`src/rtl/dvp_pkg.sv`:
```
package dvp_pkg;

   localparam int CODE_W     = 8;
   localparam int MANT_FRAC  = 14;
   localparam int MANT_W     = 15;
   localparam int EXP_W      = 5;
   localparam int WR_DATA_W  = 16;
   localparam int UNITY_EXP  = 12;
   localparam logic [CODE_W-1:0] UNITY_CODE = 8'hC0;

   localparam int BIT_INV_L = 0;
   localparam int BIT_INV_R = 1;
   localparam int BIT_MONO  = 2;
   localparam int BIT_UPD   = 8;
   localparam int BIT_EN    = 15;

   typedef enum logic [1:0] {
      SEL_CTRL  = 2'd0,
      SEL_VOL_L = 2'd1,
      SEL_VOL_R = 2'd2,
      SEL_NONE  = 2'd3
   } reg_sel_e;

   typedef struct packed {
      logic                     mute;
      logic signed [EXP_W-1:0]  expo;
      logic [MANT_W-1:0]        mant;
   } gain_t;

   typedef struct packed {
      logic              en;
      logic              inv;
      logic [CODE_W-1:0] code;
   } chan_cfg_t;

endpackage

```
`src/rtl/dvp_regs.sv`:
```
module dvp_regs
   import dvp_pkg::*;
(
   input  logic                  clk,
   input  logic                  rst_n,
   input  logic                  wr_en,
   input  logic [1:0]            wr_addr,
   input  logic [WR_DATA_W-1:0]  wr_data,
   output chan_cfg_t [1:0]       cfg,
   output logic                  mono
);

   logic [1:0][CODE_W-1:0] pend_q, pend_nx, act_q;
   logic [1:0]             en_q, inv_q;
   logic                   upd;
   logic                   unused_bits;

   assign unused_bits = ^wr_data[BIT_EN-1:BIT_UPD+1] ^ ^wr_data[7:3];

   always_comb begin
      pend_nx = pend_q;
      upd     = 1'b0;
      for (int ch = 0; ch < 2; ch++) begin
         if (wr_en && wr_addr == ((ch == 0) ? SEL_VOL_L : SEL_VOL_R)) begin
            pend_nx[ch] = wr_data[CODE_W-1:0];
            upd         = wr_data[BIT_UPD];
         end
      end
   end

   always_ff @(posedge clk or negedge rst_n) begin
      if (!rst_n) begin
         pend_q <= {2{UNITY_CODE}};
         act_q  <= {2{UNITY_CODE}};
         en_q   <= '0;
         inv_q  <= '0;
         mono   <= 1'b0;
      end else begin
         pend_q <= pend_nx;
         if (upd) act_q <= pend_nx;
         if (wr_en && wr_addr == SEL_CTRL) begin
            inv_q <= {wr_data[BIT_INV_R], wr_data[BIT_INV_L]};
            mono  <= wr_data[BIT_MONO];
         end
         if (wr_en && wr_addr == SEL_VOL_L) en_q[0] <= wr_data[BIT_EN];
         if (wr_en && wr_addr == SEL_VOL_R) en_q[1] <= wr_data[BIT_EN];
      end
   end

   for (genvar ch = 0; ch < 2; ch++) begin : g_cfg
      assign cfg[ch].en   = en_q[ch];
      assign cfg[ch].inv  = inv_q[ch];
      assign cfg[ch].code = act_q[ch];
   end

   AST_ACTIVE_HELD: assert property (@(posedge clk) disable iff (!rst_n)
      !(wr_en && wr_data[BIT_UPD] && (wr_addr == SEL_VOL_L || wr_addr == SEL_VOL_R))
      |=> $stable(act_q));

   AST_UPDATE_LEFT: assert property (@(posedge clk) disable iff (!rst_n)
      (wr_en && wr_addr == SEL_VOL_L && wr_data[BIT_UPD])
      |=> (act_q[0] == $past(wr_data[CODE_W-1:0])));

   AST_UPDATE_RIGHT: assert property (@(posedge clk) disable iff (!rst_n)
      (wr_en && wr_addr == SEL_VOL_R && wr_data[BIT_UPD])
      |=> (act_q[1] == $past(wr_data[CODE_W-1:0])));

endmodule

```
`src/rtl/dvp_gain_map.sv`:
```
module dvp_gain_map
   import dvp_pkg::*;
(
   input  logic [CODE_W-1:0] code,
   output gain_t             gain
);

   function automatic logic [MANT_W-1:0] mant_of(input logic [3:0] k);
      case (k)
         4'd0:  return 15'd16384;
         4'd1:  return 15'd17107;
         4'd2:  return 15'd17862;
         4'd3:  return 15'd18650;
         4'd4:  return 15'd19472;
         4'd5:  return 15'd20332;
         4'd6:  return 15'd21229;
         4'd7:  return 15'd22165;
         4'd8:  return 15'd23143;
         4'd9:  return 15'd24164;
         4'd10: return 15'd25230;
         4'd11: return 15'd26343;
         4'd12: return 15'd27506;
         4'd13: return 15'd28719;
         4'd14: return 15'd29986;
         default: return 15'd31309;
      endcase
   endfunction

   localparam logic signed [EXP_W-1:0] EXP_BIAS = EXP_W'(UNITY_EXP);

   always_comb begin
      gain.mute = (code == '0);
      gain.mant = mant_of(code[3:0]);
      gain.expo = $signed({1'b0, code[CODE_W-1:4]}) - EXP_BIAS;
   end

endmodule

```
`src/rtl/dvp_chan.sv`:
```
module dvp_chan
   import dvp_pkg::*;
#(
   parameter int DATA_W = 24
)(
   input  logic                     clk,
   input  logic                     rst_n,
   input  logic                     take,
   input  logic                     s1_valid,
   input  logic signed [DATA_W-1:0] x,
   input  logic                     inv,
   input  logic                     en,
   input  gain_t                    gain,
   output logic signed [DATA_W-1:0] y
);

   localparam int PW = DATA_W + MANT_W + 1;
   localparam int WW = PW + 4;
   localparam logic [5:0] FRAC_SH = 6'(MANT_FRAC);
   localparam logic signed [DATA_W-1:0] DMAX = {1'b0, {(DATA_W-1){1'b1}}};
   localparam logic signed [DATA_W-1:0] DMIN = {1'b1, {(DATA_W-1){1'b0}}};
   localparam logic signed [WW-1:0] WMAX = {{(WW-DATA_W+1){1'b0}}, {(DATA_W-1){1'b1}}};
   localparam logic signed [WW-1:0] WMIN = {{(WW-DATA_W+1){1'b1}}, {(DATA_W-1){1'b0}}};

   logic signed [DATA_W-1:0] s1_x, x_pol;
   gain_t                    s1_g;
   logic                     s1_zero;
   logic signed [PW-1:0]     prod;
   logic signed [WW-1:0]     wide, scaled;
   logic [EXP_W-1:0]         neg_e;
   logic [5:0]               rsh;
   logic signed [DATA_W-1:0] y_nx;

   always_comb begin
      if (!inv)            x_pol = x;
      else if (x == DMIN)  x_pol = DMAX;
      else                 x_pol = -x;
   end

   always_ff @(posedge clk or negedge rst_n) begin
      if (!rst_n) begin
         s1_x    <= '0;
         s1_g    <= '0;
         s1_zero <= 1'b1;
      end else if (take) begin
         s1_x    <= x_pol;
         s1_g    <= gain;
         s1_zero <= !en || gain.mute;
      end
   end

   assign prod  = s1_x * $signed({1'b0, s1_g.mant});
   assign neg_e = -s1_g.expo;
   assign rsh   = 6'(neg_e) + FRAC_SH;

   always_comb begin
      wide = {{(WW-PW){prod[PW-1]}}, prod};
      if (!s1_g.expo[EXP_W-1]) scaled = (wide <<< s1_g.expo[1:0]) >>> FRAC_SH;
      else                     scaled = wide >>> rsh;
      if (s1_zero)             y_nx = '0;
      else if (scaled > WMAX)  y_nx = DMAX;
      else if (scaled < WMIN)  y_nx = DMIN;
      else                     y_nx = scaled[DATA_W-1:0];
   end

   always_ff @(posedge clk or negedge rst_n) begin
      if (!rst_n)        y <= '0;
      else if (s1_valid) y <= y_nx;
   end

   AST_MUTE_ZERO: assert property (@(posedge clk) disable iff (!rst_n)
      (take && gain.mute) |-> ##2 (y == '0));

   AST_DISABLED_ZERO: assert property (@(posedge clk) disable iff (!rst_n)
      (take && !en) |-> ##2 (y == '0));

   AST_INV_NO_WRAP: assert property (@(posedge clk) disable iff (!rst_n)
      (take && inv && x == DMIN) |=> (s1_x == DMAX));

endmodule

```
`src/rtl/dac_vol_path.sv`:
```
module dac_vol_path
   import dvp_pkg::*;
#(
   parameter int DATA_W  = 24,
   parameter int MONO_EN = 1
)(
   input  logic                     clk,
   input  logic                     rst_n,
   input  logic                     wr_en,
   input  logic [1:0]               wr_addr,
   input  logic [15:0]              wr_data,
   input  logic                     in_valid,
   input  logic signed [DATA_W-1:0] in_left,
   input  logic signed [DATA_W-1:0] in_right,
   output logic                     out_valid,
   output logic signed [DATA_W-1:0] out_left,
   output logic signed [DATA_W-1:0] out_right
);

   if (DATA_W < 8 || DATA_W > 32) begin : g_bad_width
      $error("dac_vol_path: DATA_W must lie in 8..32");
   end
   if (MONO_EN != 0 && MONO_EN != 1) begin : g_bad_mono
      $error("dac_vol_path: MONO_EN must be 0 or 1");
   end

   chan_cfg_t [1:0]          cfg;
   logic                     mono;
   logic                     s1_v;
   logic signed [DATA_W-1:0] src [2];
   logic signed [DATA_W-1:0] res [2];
   gain_t                    gain [2];

   dvp_regs u_regs (
      .clk     (clk),
      .rst_n   (rst_n),
      .wr_en   (wr_en),
      .wr_addr (wr_addr),
      .wr_data (wr_data),
      .cfg     (cfg),
      .mono    (mono)
   );

   if (MONO_EN != 0) begin : g_mono
      logic signed [DATA_W:0] sum;
      assign sum    = {in_left[DATA_W-1], in_left} + {in_right[DATA_W-1], in_right};
      assign src[0] = mono ? sum[DATA_W:1] : in_left;
      assign src[1] = mono ? sum[DATA_W:1] : in_right;
   end else begin : g_stereo
      logic unused_mono;
      assign unused_mono = mono;
      assign src[0] = in_left;
      assign src[1] = in_right;
   end

   for (genvar ch = 0; ch < 2; ch++) begin : g_ch
      dvp_gain_map u_map (
         .code (cfg[ch].code),
         .gain (gain[ch])
      );
      dvp_chan #(.DATA_W(DATA_W)) u_chan (
         .clk      (clk),
         .rst_n    (rst_n),
         .take     (in_valid),
         .s1_valid (s1_v),
         .x        (src[ch]),
         .inv      (cfg[ch].inv),
         .en       (cfg[ch].en),
         .gain     (gain[ch]),
         .y        (res[ch])
      );
   end

   always_ff @(posedge clk or negedge rst_n) begin
      if (!rst_n) begin
         s1_v      <= 1'b0;
         out_valid <= 1'b0;
      end else begin
         s1_v      <= in_valid;
         out_valid <= s1_v;
      end
   end

   assign out_left  = res[0];
   assign out_right = res[1];

   AST_LATENCY_HIT: assert property (@(posedge clk) disable iff (!rst_n)
      in_valid |-> ##2 out_valid);

   AST_LATENCY_IDLE: assert property (@(posedge clk) disable iff (!rst_n)
      !in_valid |-> ##2 !out_valid);

   AST_MONO_MATCH: assert property (@(posedge clk) disable iff (!rst_n)
      (in_valid && mono && MONO_EN != 0 && cfg[0] == cfg[1]) |-> ##2 (out_left == out_right));

endmodule

```
`config.mk`:
```
export PLATFORM = sky130hd
export DESIGN_NAME = dac_vol_path
export DESIGN_NICKNAME = d
export VERILOG_FILES = /design/src/rtl/dvp_pkg.sv /design/src/rtl/dvp_regs.sv /design/src/rtl/dvp_gain_map.sv /design/src/rtl/dvp_chan.sv /design/src/rtl/dac_vol_path.sv
export SDC_FILE = /design/constraint.sdc
export NUM_CORES = 2
export LEC_CHECK = 0
export BUFFER_PORTS_ARGS = -buffer_cell sky130_fd_sc_hd__buf_2
export CORE_MARGIN = 2
export CORE_UTILIZATION = 60
export DETAILED_ROUTE_END_ITERATION = 8
export MAX_ROUTING_LAYER = met4
export PLACE_DENSITY = 0.73
export SYNTH_ARGS = -nofsm -noshare
export SYNTH_HDL_FRONTEND = slang
export SYNTH_SLANG_ARGS = --single-unit
```
`constraint.sdc`:
```
create_clock -name clk -period 9.2 [get_ports clk]
set_input_delay 0.92 -clock clk [delete_from_list [all_inputs] [get_ports clk]]
set_output_delay 0.92 -clock clk [all_outputs]
set_load 0.02 [all_outputs]
```
==> metrics.md <==
| Metric | Value |
|---|---|
| Result of the run | finished, final reports clean |
| Proportion of layout cells with a drive suffix above 1 | 9.690% |
| Fill cell total of the finished layout | 6694 |
| Most congested layer reported by global routing | met2 |
| Final setup violation count | 0 |
| Worst hold path endpoint | g_ch[0].u_chan.s1_zero |
| Largest cells by area after synthesis | fa_1 30%, dfrtp_1 9.0%, ha_1 6.6%, inv_1 6.6%, nand2_1 6.0% |
| Final std cells w/o fill | 6583 |
| Area added between synthesis and finish | 5.665% |
| Post-Syn Instances | 5567 |
| Mapped cell area | approximately 46000 um2 |
| Final number of max-transition violations | 0 |
| Starting utilization of the core area | 60.68% |
| Clk_lat worst skew | about 0.48 ns |
| H-tree depth | 4 |
| # clock sinks | about 180 |
| Wire length of the first global-routing pass | 220000 um |
| Via count of the first global-routing pass | around 42000 |
| Final net count | 6555 |
| # resized after CTS | 0 |
| Critical Path Start Type | register |
| Startpoint of the most critical hold path | u_regs.en_q[0] |
| Final standard cell utilization of the core | 64.12% |
| Met1 Use GR | between 40% and 50% |
| Reg2reg start | g_ch[1].u_chan.s1_x[17] |
| Largest net degree at the start of global routing | 108 |
| Net count after synthesis | around 6600 |
| R2R Path End | g_ch[1].u_chan.y[18] |
| Row count | 101 |
| Sum of net half-perimeters after detailed placement | 108000 um |
| Final cell area excluding filler cells | 48780 um2 |
| Number of instances on the worst hold path | 1 |
| Share of the yosys chip area belonging to registers | 9.567% |
| Top-Level Pins | 119 |
| Count of synthesis-stage warnings from yosys | 0 |
| WL per Instance | 20.46 um |
| Placed inst area | around 48000 um2 |
| Logic depth of the worst register-to-register path | 25 |
| Number of buffers inserted to repair setup after CTS | 0 |
| Core ar. | 76080 um2 |
| Async set-or-reset flop fraction in the synthesized netlist | 100.0% |
| Transition time at the pin with the least slew margin | 1.176 ns |
| Endpoint kind of the worst setup timing path | register |
| Number of hold buffers added after cts | 0 |
| Register bit total from synthesis | 176 |
| Path type of the worst setup path | reg2reg |
| Area of the die | 79170 um2 |
| Post-route minimum period | 8.871 ns |
| Fraction of met3 tracks used by global routing | slightly above 4% |
| Clock buffer count from CTS | 17 |
| Area share of the leading cell type in the synthesized netlist | 30.40% |
| Count of input and output buffers | ~110 |
| Per-instance average area after synthesis | 8.292 um2 |
| Number of hold violations in the final report | 0 |
| Total vias in the final route | 40595 |
| Required time of the critical path | 9.54 ns |
| Number of nets with antenna violations after detailed routing | 0 |
| Total routed wirelength | 134700 um |
| Height of the chip | 281.4 um |
| Remaining routing DRC violations | 0 |
| Number of placed cells counting well taps | 6550 |
| Setup repair after global routing missed its margin | false |
| Classification of the worst-slack hold path | reg2reg |
| Setup TNS Final | 0 ns |
| Length of the first detailed-routing pass in iterations | 6 |
| Clock tree from TritonCTS | built |
| Vias per Instance | 6.167 |
| CTS Root Buffer Type | clkbuf_16 |
| Setup Skew | 0.01588 ns |
| Maximum net fanout on the critical path | 22 |
| DRT iter0 DRCs | 3727 |
| Clock slew at the register clock pins of the worst setup and hold paths | about 0.080 ns |
| Unique masters post-synth | approximately 110 |
| Library cell with the largest summed area after synthesis | fa_1 |
| Worst slew margin | a little over a fifth |
| Die X | 281.4 um |
| Flip-flop cell with the highest count after synthesis | dfrtp_1 |
| Final GP Congestion | 1.006 |
| Number of max-capacitance violations reported | 0 |
| Max Buffers Root-to-Sink | 2 |
| Final cycle utilization of the critical path | 96.43% |
| Count of flip-flops with a built-in enable after synthesis | 0 |
| Flop2flop setup slack | approximately 0.33 ns |
| Overall overflow remaining after global route | 0 |
| Timing-limited maximum frequency | 112.7 MHz |
| Number of antenna violations at the first check in global routing | 2 |
| CP arrival | ~9.2 ns |
| All-Layer GR Usage | 36.04% |
| Global routing met2 resource utilization | 61.07% |
==> cells in the mapped netlist, drive strengths merged, types with 58 or more instances <==
cell type / count
inv: 812
nand2: 734
fa: 701
and2: 348
nor2: 311
a21oi: 301
clkbuf: 282
ha: 245
o21ai: 222
dfrtp: 166
mux2i: 86
xnor2: 82
o211ai: 81
nand3: 76
nor3: 66
buf: 60
a211oi: 58
mux2: 58
==> through the flow <==
stage	setup slack (ns)	hold WS [ns]
final	0.3287	0.4011
after global routing	0.006479	0.4309
after CTS	0.2710	0.4066
after detailed placement	0.3214	0.4021
after global placement	0.4141	0.3945
after floorplan	1.061	0.3870
==> per-layer routing <==
metal | share of wire, % | routed length, um
met1 | 39 | 52740
met2 | 50 | 67230
met3 | 6.8 | 9186
met4 | 4.1 | 5493
met5 | 0 | 0
==> placed cells by master, fill, tap and decap left out, drive strengths merged, types with 15 or more instances in the layout <==
| cell | instances |
|---|---|
| inv | 819 |
| nand2 | 734 |
| fa | 701 |
| and2 | 348 |
| nor2 | 311 |
| a21oi | 301 |
| buf | 294 |
| ha | 245 |
| o21ai | 222 |
| dfrtp | 166 |
| mux2i | 86 |
| xnor2 | 82 |
| o211ai | 81 |
| nand3 | 76 |
| nor3 | 66 |
| mux2 | 58 |
| a211oi | 58 |
| a21o | 52 |
| xor2 | 52 |
| a31oi | 50 |
| mux4 | 45 |
| o31ai | 35 |
| o21a | 34 |
| nor2b | 34 |
| a32oi | 34 |
| nand2b | 32 |
| and3 | 31 |
| nand4 | 29 |
| or2 | 25 |
| a22oi | 24 |
| or3 | 23 |
| a221oi | 21 |
| nor4 | 21 |
| clkbuf | 18 |
| o22ai | 17 |
| o31a | 17 |
| a211o | 15 |
| o221ai | 15 |
| a21boi | 15 |
==> cell families after synthesis <==
logic type	after synthesis	share of synthesized area [%]
buf+inv	1157	9.519
mux	189	5.483
fa+ha+maj	946	37.04
xor+xnor	134	2.542
flops	176	9.567
compound gates	1169	17.13
simple gates	1796	18.71
==> critical path, stage by stage (launching register included) <==
cell      delay (ns)
dfrtp_1         0.83
nand2_1         0.18
fa_1            0.55
fa_1            0.48
fa_1            0.56
inv_1           0.06
fa_1            0.49
fa_1            0.49
inv_1           0.05
fa_1            0.51
inv_1           0.05
ha_1            0.44
a21o_1          0.26
a211oi_1        0.28
o31a_1          0.33
nand3_1         0.25
a221oi_1        0.54
xnor2_1         0.32
mux2_2          0.37
o211a_1         0.24
o32ai_1         0.36
and4_1          0.30
nand4b_1        0.14
a31oi_1         0.21
buf_4           0.30
a32oi_1         0.15
==> area by class of cell <==
| type | count | area, um2 | share of cell area, % |
|---|---|---|---|
| multi-input combinational | 4234 | 37430 | 76.74 |
| inverter | 815 | 3059 | 6.271 |
| clock inverter | 15 | 170.2 | 0.3488 |
| timing repair buffer | 295 | 1971 | 4.040 |
| clock buffer | 17 | 425.4 | 0.8721 |
| tap | 1030 | 1289 | 2.642 |
| sequential | 176 | 4431 | 9.083 |
| antenna | 1 | 2.502 | 0.005130 |
==> state kept, by name, indices dropped and copies added (netlist names) <==
register             cells
out_valid                1
u_regs.inv_q             2
u_regs.mono              1
g_ch.u_chan.s1_x        48
g_ch.u_chan.y           48
g_ch.u_chan.s1_zero      2
u_regs.en_q              2
s1_v                     1
u_regs.cfg              16
g_ch.u_chan.s1_g        39
u_regs.pend_q           16
==> worst max-delay path by stage <==
stage | start | cells past startpoint | to | slack, ns
2_1_floorplan | g_ch[0].u_chan.s1_x[23] | 23 | g_ch[0].u_chan.y[22] | 1.06
5_1_grt | g_ch[1].u_chan.s1_x[17] | 26 | g_ch[1].u_chan.y[18] | 0.006
4_1_cts | g_ch[1].u_chan.s1_g[7] | 25 | g_ch[1].u_chan.y[1] | 0.27
3_5_place_dp | g_ch[1].u_chan.s1_g[7] | 25 | g_ch[1].u_chan.y[1] | 0.32
3_3_place_gp | g_ch[1].u_chan.s1_g[7] | 24 | g_ch[1].u_chan.y[4] | 0.41
6_report | g_ch[1].u_chan.s1_x[17] | 25 | g_ch[1].u_chan.y[18] | 0.33
Power is not shown: default switching activity piles up to over one toggle a cycle in this logic, so the estimate is an artifact.
